$ cat src/rtl/pwmg_pkg.sv
// Shared types and helpers for the event-driven PWM generator.
// Assumes the action word holds six 2-bit fields, one per event.
package pwmg_pkg;

    localparam int N_EVT = 6;
    localparam int ACT_W = 2 * N_EVT;

    // Event index, which is also the field index in the action word.
    localparam int EV_ZERO = 0;
    localparam int EV_LOAD = 1;
    localparam int EV_A_UP = 2;
    localparam int EV_A_DN = 3;
    localparam int EV_B_UP = 4;
    localparam int EV_B_DN = 5;

    typedef enum logic [1:0] {
        ACT_KEEP = 2'd0,
        ACT_FLIP = 2'd1,
        ACT_LOW  = 2'd2,
        ACT_HIGH = 2'd3
    } act_e;

    typedef struct packed {
        logic b_dn;
        logic b_up;
        logic a_dn;
        logic a_up;
        logic load;
        logic zero;
    } evt_t;

    // Result of one action code applied to the present output level.
    function automatic logic apply_act(act_e code, logic cur);
        logic r;
        case (code)
            ACT_KEEP: r = cur;
            ACT_FLIP: r = ~cur;
            ACT_LOW:  r = 1'b0;
            default:  r = 1'b1;
        endcase
        return r;
    endfunction

endpackage

$ cat src/rtl/pwmg_counter.sv
// Period counter for the PWM generator.
// Count-down mode: load -> 0, then reload. Up/down mode: 0 -> load -> 0.
// dir_up_o is the direction the counter is moving at the present value.
// Zero and load pulses are decoded from the count register and gated by enable.
// Assumes load_i is held steady while running.
module pwmg_counter #(
    parameter int CNT_W = 16
) (
    input  logic             clk,
    input  logic             rst_n,
    input  logic             en_i,
    input  logic             updown_i,
    input  logic [CNT_W-1:0] load_i,
    output logic [CNT_W-1:0] cnt_o,
    output logic             dir_up_o,
    output logic             zero_o,
    output logic             load_o
);

    localparam logic [CNT_W-1:0] ZERO_V = '0;
    localparam logic [CNT_W-1:0] ONE_V  = CNT_W'(1);

    logic [CNT_W-1:0] cnt_q;
    logic             up_q;
    logic             at_zero;
    logic             at_load;
    logic             load_is_zero;

    assign at_zero      = (cnt_q == ZERO_V);
    assign at_load      = (cnt_q >= load_i);
    assign load_is_zero = (load_i == ZERO_V);

    // Advance the count and direction, or park at the start value when idle.
    always_ff @(posedge clk) begin
        if (!rst_n) begin
            cnt_q <= ZERO_V;
            up_q  <= 1'b1;
        end else if (!en_i) begin
            cnt_q <= updown_i ? ZERO_V : load_i;
            up_q  <= updown_i;
        end else if (!updown_i) begin
            up_q  <= 1'b0;
            cnt_q <= at_zero ? load_i : cnt_q - ONE_V;
        end else if (up_q) begin
            if (at_load) begin
                up_q  <= 1'b0;
                cnt_q <= load_is_zero ? ZERO_V : load_i - ONE_V;
            end else begin
                cnt_q <= cnt_q + ONE_V;
            end
        end else begin
            if (at_zero) begin
                up_q  <= 1'b1;
                cnt_q <= load_is_zero ? ZERO_V : ONE_V;
            end else begin
                cnt_q <= cnt_q - ONE_V;
            end
        end
    end

    assign cnt_o    = cnt_q;
    assign dir_up_o = up_q;
    assign zero_o   = en_i & at_zero;
    assign load_o   = en_i & (cnt_q == load_i);

endmodule

$ cat src/rtl/pwmg_match.sv
// Compare bank: one equality comparator per compare value.
// Each match is split into a rising-direction and a falling-direction pulse.
// Assumes the counter visits each value once per crossing.
module pwmg_match #(
    parameter int CNT_W = 16,
    parameter int N_CMP = 2
) (
    input  logic             en_i,
    input  logic [CNT_W-1:0] cnt_i,
    input  logic             dir_up_i,
    input  logic [CNT_W-1:0] cmp_i [N_CMP],
    output logic [N_CMP-1:0] up_o,
    output logic [N_CMP-1:0] dn_o
);

    for (genvar g = 0; g < N_CMP; g++) begin : g_cmp
        logic hit;
        // Equality match, gated by enable.
        always_comb hit = en_i & (cnt_i == cmp_i[g]);
        assign up_o[g] = hit & dir_up_i;
        assign dn_o[g] = hit & ~dir_up_i;
    end

endmodule

$ cat src/rtl/pwmg_action.sv
// Action resolver and output register.
// Picks one event by fixed priority: zero, load, compare B, compare A.
// Applies that event's 2-bit code to the output on the next edge.
// Assumes at most one direction of each compare is active in a cycle.
module pwmg_action
    import pwmg_pkg::*;
(
    input  logic             clk,
    input  logic             rst_n,
    input  evt_t             evt_i,
    input  logic [ACT_W-1:0] act_i,
    output logic             pwm_o
);

    logic [1:0] fld [N_EVT];
    act_e       sel;
    logic       pwm_q;

    for (genvar g = 0; g < N_EVT; g++) begin : g_fld
        assign fld[g] = act_i[2*g +: 2];
    end

    // Choose the single acting code by priority.
    always_comb begin
        if (evt_i.zero)      sel = act_e'(fld[EV_ZERO]);
        else if (evt_i.load) sel = act_e'(fld[EV_LOAD]);
        else if (evt_i.b_up) sel = act_e'(fld[EV_B_UP]);
        else if (evt_i.b_dn) sel = act_e'(fld[EV_B_DN]);
        else if (evt_i.a_up) sel = act_e'(fld[EV_A_UP]);
        else if (evt_i.a_dn) sel = act_e'(fld[EV_A_DN]);
        else                 sel = ACT_KEEP;
    end

    // Register the output level.
    always_ff @(posedge clk) begin
        if (!rst_n) pwm_q <= 1'b0;
        else        pwm_q <= apply_act(sel, pwm_q);
    end

    assign pwm_o = pwm_q;

endmodule

$ cat src/rtl/pwm_event_gen.sv
// Top of the event-driven PWM generator.
// Ties the counter, compare bank and action resolver together.
// Assumes configuration inputs are steady while enabled.
module pwm_event_gen #(
    parameter int CNT_W = 16
) (
    input  logic                      clk,
    input  logic                      rst_n,
    input  logic                      en_i,
    input  logic                      updown_i,
    input  logic [CNT_W-1:0]          load_i,
    input  logic [CNT_W-1:0]          cmpa_i,
    input  logic [CNT_W-1:0]          cmpb_i,
    input  logic [pwmg_pkg::ACT_W-1:0] act_i,
    output logic                      pwm_o,
    output logic                      evt_zero_o,
    output logic                      evt_load_o,
    output logic                      evt_cmpa_up_o,
    output logic                      evt_cmpa_dn_o,
    output logic                      evt_cmpb_up_o,
    output logic                      evt_cmpb_dn_o
);

    localparam int N_CMP = 2;

    logic [CNT_W-1:0] cnt;
    logic             dir_up;
    logic             ev_zero;
    logic             ev_load;
    logic [CNT_W-1:0] cmp_arr [N_CMP];
    logic [N_CMP-1:0] m_up;
    logic [N_CMP-1:0] m_dn;
    pwmg_pkg::evt_t   evts;

    assign cmp_arr[0] = cmpa_i;
    assign cmp_arr[1] = cmpb_i;

    pwmg_counter #(.CNT_W(CNT_W)) u_cnt (
        .clk      (clk),
        .rst_n    (rst_n),
        .en_i     (en_i),
        .updown_i (updown_i),
        .load_i   (load_i),
        .cnt_o    (cnt),
        .dir_up_o (dir_up),
        .zero_o   (ev_zero),
        .load_o   (ev_load)
    );

    pwmg_match #(.CNT_W(CNT_W), .N_CMP(N_CMP)) u_match (
        .en_i     (en_i),
        .cnt_i    (cnt),
        .dir_up_i (dir_up),
        .cmp_i    (cmp_arr),
        .up_o     (m_up),
        .dn_o     (m_dn)
    );

    // Gather the six event pulses into one record.
    always_comb begin
        evts.zero = ev_zero;
        evts.load = ev_load;
        evts.a_up = m_up[0];
        evts.a_dn = m_dn[0];
        evts.b_up = m_up[1];
        evts.b_dn = m_dn[1];
    end

    pwmg_action u_act (
        .clk   (clk),
        .rst_n (rst_n),
        .evt_i (evts),
        .act_i (act_i),
        .pwm_o (pwm_o)
    );

    assign evt_zero_o    = evts.zero;
    assign evt_load_o    = evts.load;
    assign evt_cmpa_up_o = evts.a_up;
    assign evt_cmpa_dn_o = evts.a_dn;
    assign evt_cmpb_up_o = evts.b_up;
    assign evt_cmpb_dn_o = evts.b_dn;

endmodule

$ cat config.mk
export PLATFORM = sky130hd
export DESIGN_NAME = pwm_event_gen
export DESIGN_NICKNAME = d
export VERILOG_FILES = /design/src/rtl/pwmg_pkg.sv /design/src/rtl/pwmg_counter.sv /design/src/rtl/pwmg_match.sv /design/src/rtl/pwmg_action.sv /design/src/rtl/pwm_event_gen.sv
export SDC_FILE = /design/constraint.sdc
export NUM_CORES = 1
export LEC_CHECK = 0
export ABC_AREA = 1
export BUFFER_PORTS_ARGS = -buffer_cell sky130_fd_sc_hd__buf_2
export CAP_MARGIN = 20
export CORE_MARGIN = 5
export CORE_UTILIZATION = 25
export DETAILED_ROUTE_END_ITERATION = 6
export SLEW_MARGIN = 25
export SYNTH_ARGS = -nofsm -noshare
export SYNTH_HDL_FRONTEND = slang
export SYNTH_SLANG_ARGS = --single-unit
$ cat constraint.sdc
create_clock -name clk -period 3.1 [get_ports clk]
set_input_delay 0.155 -clock clk [delete_from_list [all_inputs] [get_ports clk]]
set_output_delay 0.155 -clock clk [all_outputs]
set_load 0.03 [all_outputs]
# Yosys cells after proc, flatten, opt, wreduce, memory -nomap -nowiden
# Cells that the tools add are included.
# totals
regBits	18
input_bits	64
out_inout_bits	7
word_cells	46
# op_classes
addsub	3
n_lt_le_gt_ge	1
eq_ne	5
muxes	21
bitwise	10
n_reduce_logical	3
# op_table
cell	count
$mux 16	8
$eq 16x16->1	3
$logic_not 16->1	2
$sub 16x1->16 const B	2
$add 16x1->16 const B	1
$ge 16x16->1	1
$mux 2	6
$and 1x1->1	8
$mux 1	6
$pmux 1 s3	1
$eq 2x1->1 const B	1
$eq 2x2->1 const B	1
$logic_not 2->1	1
$not 1->1	2

# Logic depth before layout (Yosys ltp)
# Gate-level depths: netlist of run 1.
# depth
ltp_word	11
depth_mapped	17
mapped_depth_nobuf	17

# Modules after synthesis
# Synthesis of run 1 repeated with hierarchy kept, for this count alone.
# unflattened
cells_unflattened	696
hier_area_um2	3712.3
# modules_own_cells
module	n_inst	cells_per_inst	area_each_um2	seq_area_each_um2
pwmg_counter	1	513	2951.6	340.3
pwmg_match	1	150	605.6	0.0
pwmg_action	1	33	155.1	20.0

# Worst setup path after synthesis of run 1
# Ideal clock, no wire load.
# synth_path
kind	register -> register
start	register u_cnt.cnt_q[0] (netlist: u_cnt.cnt_o[0])
end	register u_act.pwm_q (netlist: u_act.pwm_o)
setup_ns	0.113
t_arrival_ns	2.066
path_slack_ns	0.921
path_stages_with_launch	14
n_path_buf	0
path_cell_list	dfxtp_1 -> inv_1 -> ha_1 -> nand4_1 -> nor2_1 -> nand2_1 -> nor2_1 -> inv_1 -> nor2_1 -> nor2_1 -> a21oi_2 -> nand2_1 -> nand2_1 -> nor2_1
# synth_between
elab_cells_between_ends	22
cone_classes	eq/ne: 5; mux: 7; bitwise: 8; reduce/logical: 2
# synth_rtl
item	line_no	rtl
start: declaration	pwmg_counter.sv:23	logic [CNT_W-1:0] cnt_q;
start signal: assignment	pwmg_counter.sv:39	cnt_q <= updown_i ? ZERO_V : load_i;
start signal: assignment	pwmg_counter.sv:43	cnt_q <= at_zero ? load_i : cnt_q - ONE_V;
start signal: assignment	pwmg_counter.sv:47	cnt_q <= load_is_zero ? ZERO_V : load_i - ONE_V;
$eq 16x16->1 *	pwmg_counter.sv:64	assign load_o = en_i & (cnt_q == load_i);
$and 1x1->1 *	pwmg_counter.sv:64	
via evt_load_o	pwm_event_gen.sv:17	output logic evt_load_o,
$mux 2 *	pwmg_action.sv:26	else if (evt_i.load) sel = act_e'(fld[EV_LOAD]);
$mux 2 *	pwmg_action.sv:25	if (evt_i.zero) sel = act_e'(fld[EV_ZERO]);
$eq 2x2->1 (tied with other cells)	pwmg_pkg.sv:35	case (code)
$pmux 1 s3	pwmg_pkg.sv:35	
end signal: assignment	pwmg_action.sv:37	else pwm_q <= apply_act(sel, pwm_q);
end: declaration	pwmg_action.sv:17	logic pwm_q;
# Mark *: on every way through the listed nets, which the timed path passes. The rest lies on a longest branch.
# A chain may end at the register's enable or synchronous reset.

# Final worst setup path of run 1
# layout_path
start	register u_cnt.cnt_q[10] (netlist: u_cnt.cnt_o[10])
end	register u_cnt.cnt_q[0] (netlist: u_cnt.cnt_o[0])
# layout_between
elab_chain_len	5
elab_cells_between_ends	8
cone_classes	order compare: 1; mux: 6; reduce/logical: 1
# layout_rtl
item	line_no	rtl
$ge 16x16->1 / $logic_not 16->1 (equally long branches)	pwmg_counter.sv:30, pwmg_counter.sv:29	
$mux 16 (on tied branches)	pwmg_counter.sv:45, pwmg_counter.sv:52	
$mux 16	pwmg_counter.sv:44	end else if (up_q) begin
$mux 16 *	pwmg_counter.sv:41	end else if (!updown_i) begin
$mux 16 *	pwmg_counter.sv:38	end else if (!en_i) begin
# Mark *: on every way between the ends. The rest lies on a longest branch, timed or not.

==> metrics.txt, run 1 <==
Die Width=roughly 130 um; antenna violations before repair=0; peak clock frequency supported by timing=about 0.39 GHz; # Max-Cap Violations=0; post-synth design cell area=between 3000 and 4000 um^2; mean number of vias per cell=4.75; static power due to leakage=around 2.1 nW; clock latency reported for the late side of the worst-skew pair=roughly 0.26 ns; clk sinks=18; worst clock skew=roughly 0.0043 ns; largest vdd supply drop=about 0.14 mV; Yosys top cell by area=nand2_1; Slowest cell on crit path=dfxtp_1; Worst Path Max Fanout=24; hold-critical path endpoint=u_cnt.dir_up_o; Antenna diodes=0; CP top delay family=simple AND/OR/NAND/NOR gates; post-detailed-placement half-perimeter wirelength=between 10000 and 15000 um; number of instances in the placed design=around 840; Mean Syn Cell Area=between 5 and 6 um^2; proportion of synthesized chip area in sequential cells=between 10% and 20%; weighted congestion at the end of routability-driven global placement=between 0.9 and 1; Worst slew margin=~53%; critical path start-end classification=reg -> reg; wire length of the first global-routing pass=between 15000 and 20000 um; CP Depth=14; fraction of final layout cells with drive strength greater than 1=16.9%; Pwr per Cell Area=approximately 320 nW/um^2; arrival time at the worst endpoint=~2.8 ns; capturing element type of the critical path=flip-flop; count of hold-fix buffers inserted at cts=0; Async SR Flop Fraction=0%; number of design-rule violations left by the first detailed-router iteration=roughly 320; setup fix buffers added after clock tree synthesis=0; Initial Utilization=25.5%; Ys Warns=0; detailed-route wire length per cell=around 15 um; count of endpoints failing hold in the final timing report=0; Yosys top cell area share=19.1%; required time of the worst setup path=around 3.3 ns; most area-consuming cells after synthesis=nand2_1 19%, dfxtp_1 11%, nor2_1 8.4%; area enclosed by the die boundary=between 15000 and 20000 um^2; Max stage delay on crit path=0.53 ns; worst hold-check path type=in -> reg; list of most frequent post-synthesis cells=172 x nand2_1, 76 x nor2_1, 73 x inv_1; top_reg_cell synth=dfxtp_1; # port buffers=70; Post-synth EDFFs=0; Critical Path Most Common Cell=nand2_1; CTS tree=yes; status=complete, no violations; Post-Syn Nets=between 600 and 700; Detail Route Antenna Nets=0; die height=126 um; finished layout cell area=between 4000 and 5000 um^2; min cycle time layout=2.59 ns; Final Setup Violations=0; final routed DRC violation total=0; Worst Tran Pin Value=0.694 ns; H-Tree Depth=1; CTS buffer count=3; top-count cell post-synth=nand2_1; number of global-route vias before repair=3721; clock transition at the registers of the reported paths=~0.060 ns; post-layout instance count excluding filler cells=roughly 840; Distinct cells, synth=40; pin count of the biggest net entering global routing=25; final worst-path cycle share=between 80 and 90%; summed negative setup slack over all endpoints=0 ns; total via count in the routed design=4002; Worst setup SP type=flip-flop; number of cells on the worst reg-to-reg path=14; total routed wirelength=between 10000 and 15000 um; Post-DP Area=a little under 4000 um^2; clk buf depth=2; buffer type at the clock tree root=clkbuf_16; total track usage=15.3%; unrepaired setup endpoints after global routing=false; Critical R2R Launch=u_cnt.cnt_o[10]; Layout Nets=752; capture instance of the worst register-to-register path=u_cnt.cnt_o[0]; Hold Crit Depth=2; register bit total from synthesis=18; Final WS setup=just over 0.5 ns; Synth Instances=about 600; critical path buffer and inverter count=2; final-report max-slew violation count=0; Layout area overhead=18.5%; aggregate global routing overflow=0; number of placement rows=42; area of the core=around 13000 um^2; Hold WS=around 0.096 ns; startpoint of the most critical hold path=rst_n; chain of cells forming the critical path=ha_1 -> nand2_1 -> inv_1 -> nand4_1 -> inv_2 -> nand2_1 -> nand2_1 -> nor3_4 -> nand2_2 -> nor2_1 -> nand2_1 -> nand3_1 -> nand3_1 -> a21oi_1; post-CTS sizing=0; TritonRoute pass-1 iters=5; register-to-register setup slack=0.51 ns; dpl ws=approximately 0.6 ns; I/O Pins=71
[layout make-up]
| cell class | count | area, um^2 |
|---|---|---|
| Clock buffer | 4 | 88.8 |
| Sequential cell | 18 | 360 |
| Multi-Input combinational cell | 484 | 2610 |
| Fill cell | 1567 | 9240 |
| Tap cell | 176 | 220 |
| Timing Repair Buffer | 77 | 403 |
| Inverter | 84 | 323 |
[stage by stage]
stage / util, % / power [mW]
after floorplan: - / 0.760
after global placement: 29.5 / 0.962
after detailed placement: 29.5 / 0.961
after CTS: 30.2 / 1.27
after global routing: 30.2 / 1.38
final: 30.2 / 1.28
[sequential cells by signal, summed over array words and instances, names as in the netlist]
name,count
u_cnt.dir_up_o,1
u_act.pwm_o,1
u_cnt.cnt_o,16
[cell families (layout without fill, tap and decap cells)]
logic type | count (synthesis) | after routing | share of synthesized area, %
simple gates | 339 | 339 | 45.2
xor+xnor | 39 | 39 | 10.1
compound gates | 86 | 86 | 14.4
buf+inv | 100 | 165 | 12.2
flops | 18 | 18 | 10.7
fa+ha+maj | 20 | 20 | 7.41
[where the power goes]
group	total (mW)	internal, mW	switching (mW)
registers	0.297	0.254	0.0434
clock network	0.305	0.197	0.108
logic	0.673	0.239	0.434
total	1.28	0.690	0.586
[layout by cell type, fill, tap and decap left out, types with 4 or more instances in the layout]
| master | synthesis | routed |
|---|---|---|
| o21ai_0 | 38 | 38 |
| nor2_1 | 76 | 76 |
| nand4_1 | 15 | 15 |
| buf_4 | 0 | 7 |
| o211ai_1 | 4 | 4 |
| inv_1 | 73 | 73 |
| nand2_2 | 5 | 5 |
| xor2_1 | 32 | 32 |
| xnor2_1 | 7 | 7 |
| nor3_4 | 4 | 4 |
| buf_2 | 5 | 70 |
| o21ai_1 | 4 | 4 |
| nor3_1 | 10 | 10 |
| dfxtp_1 | 18 | 18 |
| inv_2 | 7 | 7 |
| nand2_1 | 172 | 172 |
| o21bai_1 | 6 | 6 |
| ha_1 | 20 | 20 |
| a21oi_1 | 26 | 26 |
| nand3_1 | 43 | 43 |
[metal layers]
layer	wire [um]	track usage, %	vias up	share of wire, %
met5	0	0	-	0
met4	165	2.90	0	1.3
met3	995	3.26	15	8.0
met2	5080	23.1	164	41
met1	6260	22.5	1759	50
li1	-	-	2064	-
[worst max-delay path by stage]
| stage | start | end |
|---|---|---|
| after detailed placement | u_cnt.cnt_o[10] | u_cnt.cnt_o[0] |
| after global placement | u_cnt.cnt_o[9] | u_cnt.cnt_o[0] |
| final | u_cnt.cnt_o[10] | u_cnt.cnt_o[0] |
| after global routing | u_cnt.cnt_o[10] | u_cnt.cnt_o[0] |
| after floorplan | u_cnt.cnt_o[0] | u_act.pwm_o |
| after CTS | u_cnt.cnt_o[0] | evt_zero_o |
Note: power is estimated with default switching activity, not from simulation.
==> inputs of run 2 (changes only) <==
Clock period 3.1 ns to 2.1 ns, I/O delays scaled along.
==> run 2 against run 1 <==
Net effect:
- via count is 6.8% higher
- sequential share of layout area is 1.2 points lower
- highest routed layer unchanged
- sequential cell count stayed put
- design area is 21% higher
- register-to-register slack worse by 0.47 ns
- clock skew is 0.0029 ns higher
- die area stayed put
- cell count is 7.9% higher
- critical path depth is 1 lower
- global-route usage is 0.16 points higher
==> metrics.txt, run 2 (synthesized netlist as in run 1, its figures left out) <==
final worst-path cycle share=98.1% (was 83.6%); number of placement rows=42 (unchanged); critical path buffer and inverter count=1 (was 2); clock latency reported for the late side of the worst-skew pair=0.26 ns (about the same); clk buf depth=2 (unchanged); Critical Path Most Common Cell=nand2_2 (was nand2_1); Die Width=126 um (unchanged); Fill cells=1476 (was 1567); Critical R2R Launch=u_cnt.cnt_o[6] (was u_cnt.cnt_o[10]); static power due to leakage=2.48 nW (was 2.11 nW); # Max-Cap Violations=0 (unchanged); Worst Path Max Fanout=6 (was 24); post-detailed-placement half-perimeter wirelength=10600 um (was 10200 um); total via count in the routed design=4276 (was 4002); capturing element type of the critical path=flip-flop (unchanged); finished layout cell area=4850 um^2 (was 4000 um^2); Detail Route Antenna Nets=0 (unchanged); detailed-route wire length per cell=14.1 um (was 14.8 um); Layout area overhead=43.6% (was 18.5%); weighted congestion at the end of routability-driven global placement=0.938 (was 0.906); count of hold-fix buffers inserted at cts=0 (unchanged); clk sinks=18 (unchanged); startpoint of the most critical hold path=rst_n (unchanged); arrival time at the worst endpoint=2.24 ns (was 2.78 ns); final-report max-slew violation count=0 (unchanged); largest vdd supply drop=0.231 mV (was 0.137 mV); min cycle time layout=2.06 ns (was 2.59 ns); total track usage=15.5% (was 15.3%); number of instances in the placed design=897 (was 839); unrepaired setup endpoints after global routing=true (was false); Slowest cell on crit path=dfxtp_1 (unchanged); Post-DP Area=4350 um^2 (was 3910 um^2); Layout Nets=819 (was 752); worst clock skew=0.00713 ns (was 0.00425 ns); number of design-rule violations left by the first detailed-router iteration=221 (was 315); Antenna diodes=0 (unchanged); overall power after layout=2.17 mW (was 1.28 mW); area of the core=13200 um^2 (unchanged); most frequent cells in the layout=159 x nand2_1, 69 x buf_4, 68 x inv_1, 68 x nor2_1, 68 x buf_2 (was 172 x nand2_1, 76 x nor2_1, 73 x inv_1, 70 x buf_2, 43 x nand3_1); peak clock frequency supported by timing=0.485 GHz (was 0.386 GHz); clock transition at the registers of the reported paths=0.06 ns (about the same); critical path start-end classification=reg -> reg (unchanged); Initial Utilization=25.5% (unchanged); CP top delay family=simple AND/OR/NAND/NOR gates (unchanged); Sequential cell area=377 um^2 (was 360 um^2); worst hold-check path type=in -> reg (unchanged); Pwr per Cell Area=446 nW/um^2 (was 319 nW/um^2); Final Setup Violations=0 (unchanged); aggregate global routing overflow=0 (unchanged); final routed DRC violation total=0 (unchanged); antenna violations before repair=0 (unchanged); area occupied by multi-input gates=2890 um^2 (was 2610 um^2); CTS buffer count=3 (unchanged); commonest non-fill, non-tap cell in the layout=nand2_1 (unchanged); Max stage delay on crit path=0.31 ns (was 0.53 ns); fraction of final layout cells with drive strength greater than 1=33.7% (was 16.9%); buffer type at the clock tree root=clkbuf_16 (unchanged); status=complete, no violations (unchanged); Worst setup SP type=flip-flop (unchanged); area enclosed by the die boundary=15900 um^2 (unchanged); die height=126 um (unchanged); Largest register FFs=16 (unchanged); number of global-route vias before repair=4054 (was 3721); required time of the worst setup path=2.28 ns (was 3.28 ns); TritonRoute pass-1 iters=5 (unchanged); CTS tree=yes (unchanged); Worst Tran Pin Value=0.736 ns (was 0.694 ns); I/O Pins=71 (unchanged); Worst Setup SP=u_cnt.cnt_o[6] (was u_cnt.cnt_o[10]); H-Tree Depth=1 (unchanged); chain of cells forming the critical path=ha_1 -> nand4_1 -> nor2_2 -> nand2_2 -> nand2_2 -> nor3_4 -> nand2_2 -> buf_6 -> o21ai_2 -> nand2_1 -> o21bai_1 -> nand2_1 -> a21oi_1 (was ha_1 -> nand2_1 -> inv_1 -> nand4_1 -> inv_2 -> nand2_1 -> nand2_1 -> nor3_4 -> nand2_2 -> nor2_1 -> nand2_1 -> nand3_1 -> nand3_1 -> a21oi_1); post-layout instance count excluding filler cells=910 (was 843); mean number of vias per cell=4.70 (was 4.75); Worst slew margin=50.9% (was 53.3%); total routed wirelength=12900 um (was 12500 um); wire length of the first global-routing pass=20400 um (was 19800 um); pin count of the biggest net entering global routing=21 (was 25); # port buffers=70 (unchanged); count of endpoints failing hold in the final timing report=0 (unchanged)
[run 2: layer usage]
| layer | vias up | part of all wire, % | GRT usage [%] |
|---|---|---|---|
| met3 | 20 | 8.3 | 3.09 |
| met1 | 1886 | 47 | 22.1 |
| met2 | 169 | 43 | 23.8 |
| met5 | - | 0 | 0 |
| li1 | 2201 | - | - |
| met4 | 0 | 1.8 | 3.66 |
[run 2: power by group]
part           switching (mW)  total [mW]  internal, mW
clock network           0.160       0.451         0.291
logic                   0.756        1.30         0.543
registers              0.0351       0.415         0.380
[run 2: worst paths after layout]
check,to,slack [ns],cells past startpoint
setup / recovery,u_cnt.cnt_o[5],0.04,13
hold / removal,u_cnt.dir_up_o,0.05,2
setup reg to reg,u_cnt.cnt_o[5],0.04,13
hold reg to reg,u_act.pwm_o,0.63,5
[run 2: area by class of cell]
cell class / count / share of cell area, %
multi-input combinational: 484 / 59.6
clock buffer: 4 / 1.83
timing repair buffer: 144 / 19.3
tap: 176 / 4.54
sequential: 18 / 7.76
inverter: 84 / 6.96
[run 2: what timing repair did]
action                                  4_1_cts  5_1_grt
pin swaps                                     4       44
endpoints found under the setup margin       10       21
setup buffers                                 5        4
resized for setup                             9       88
[run 2: stage by stage]
stage / utilization (%) / TNS, ns / hold WS [ns] / setup WS [ns]
final: 36.6 / 0 / 0.0502 / 0.0400
after global routing: 36.6 / -0.746 / 0.0607 / -0.100
after CTS: 34.0 / 0 / 0.0507 / 0.000784
after detailed placement: 32.8 / -0.112 / 0.319 / -0.0363
after global placement: 32.8 / -0.167 / 0.318 / -0.0356
after floorplan: - / 0 / 0.174 / 0.0365
[run 2: worst register-to-register path: cells and delay by family, from the launching register on]
kind | cells | cell delay [ns]
flops | 1 | 0.31
buf+inv | 1 | 0.17
simple gates | 8 | 0.87
fa+ha+maj | 1 | 0.28
compound gates | 3 | 0.34
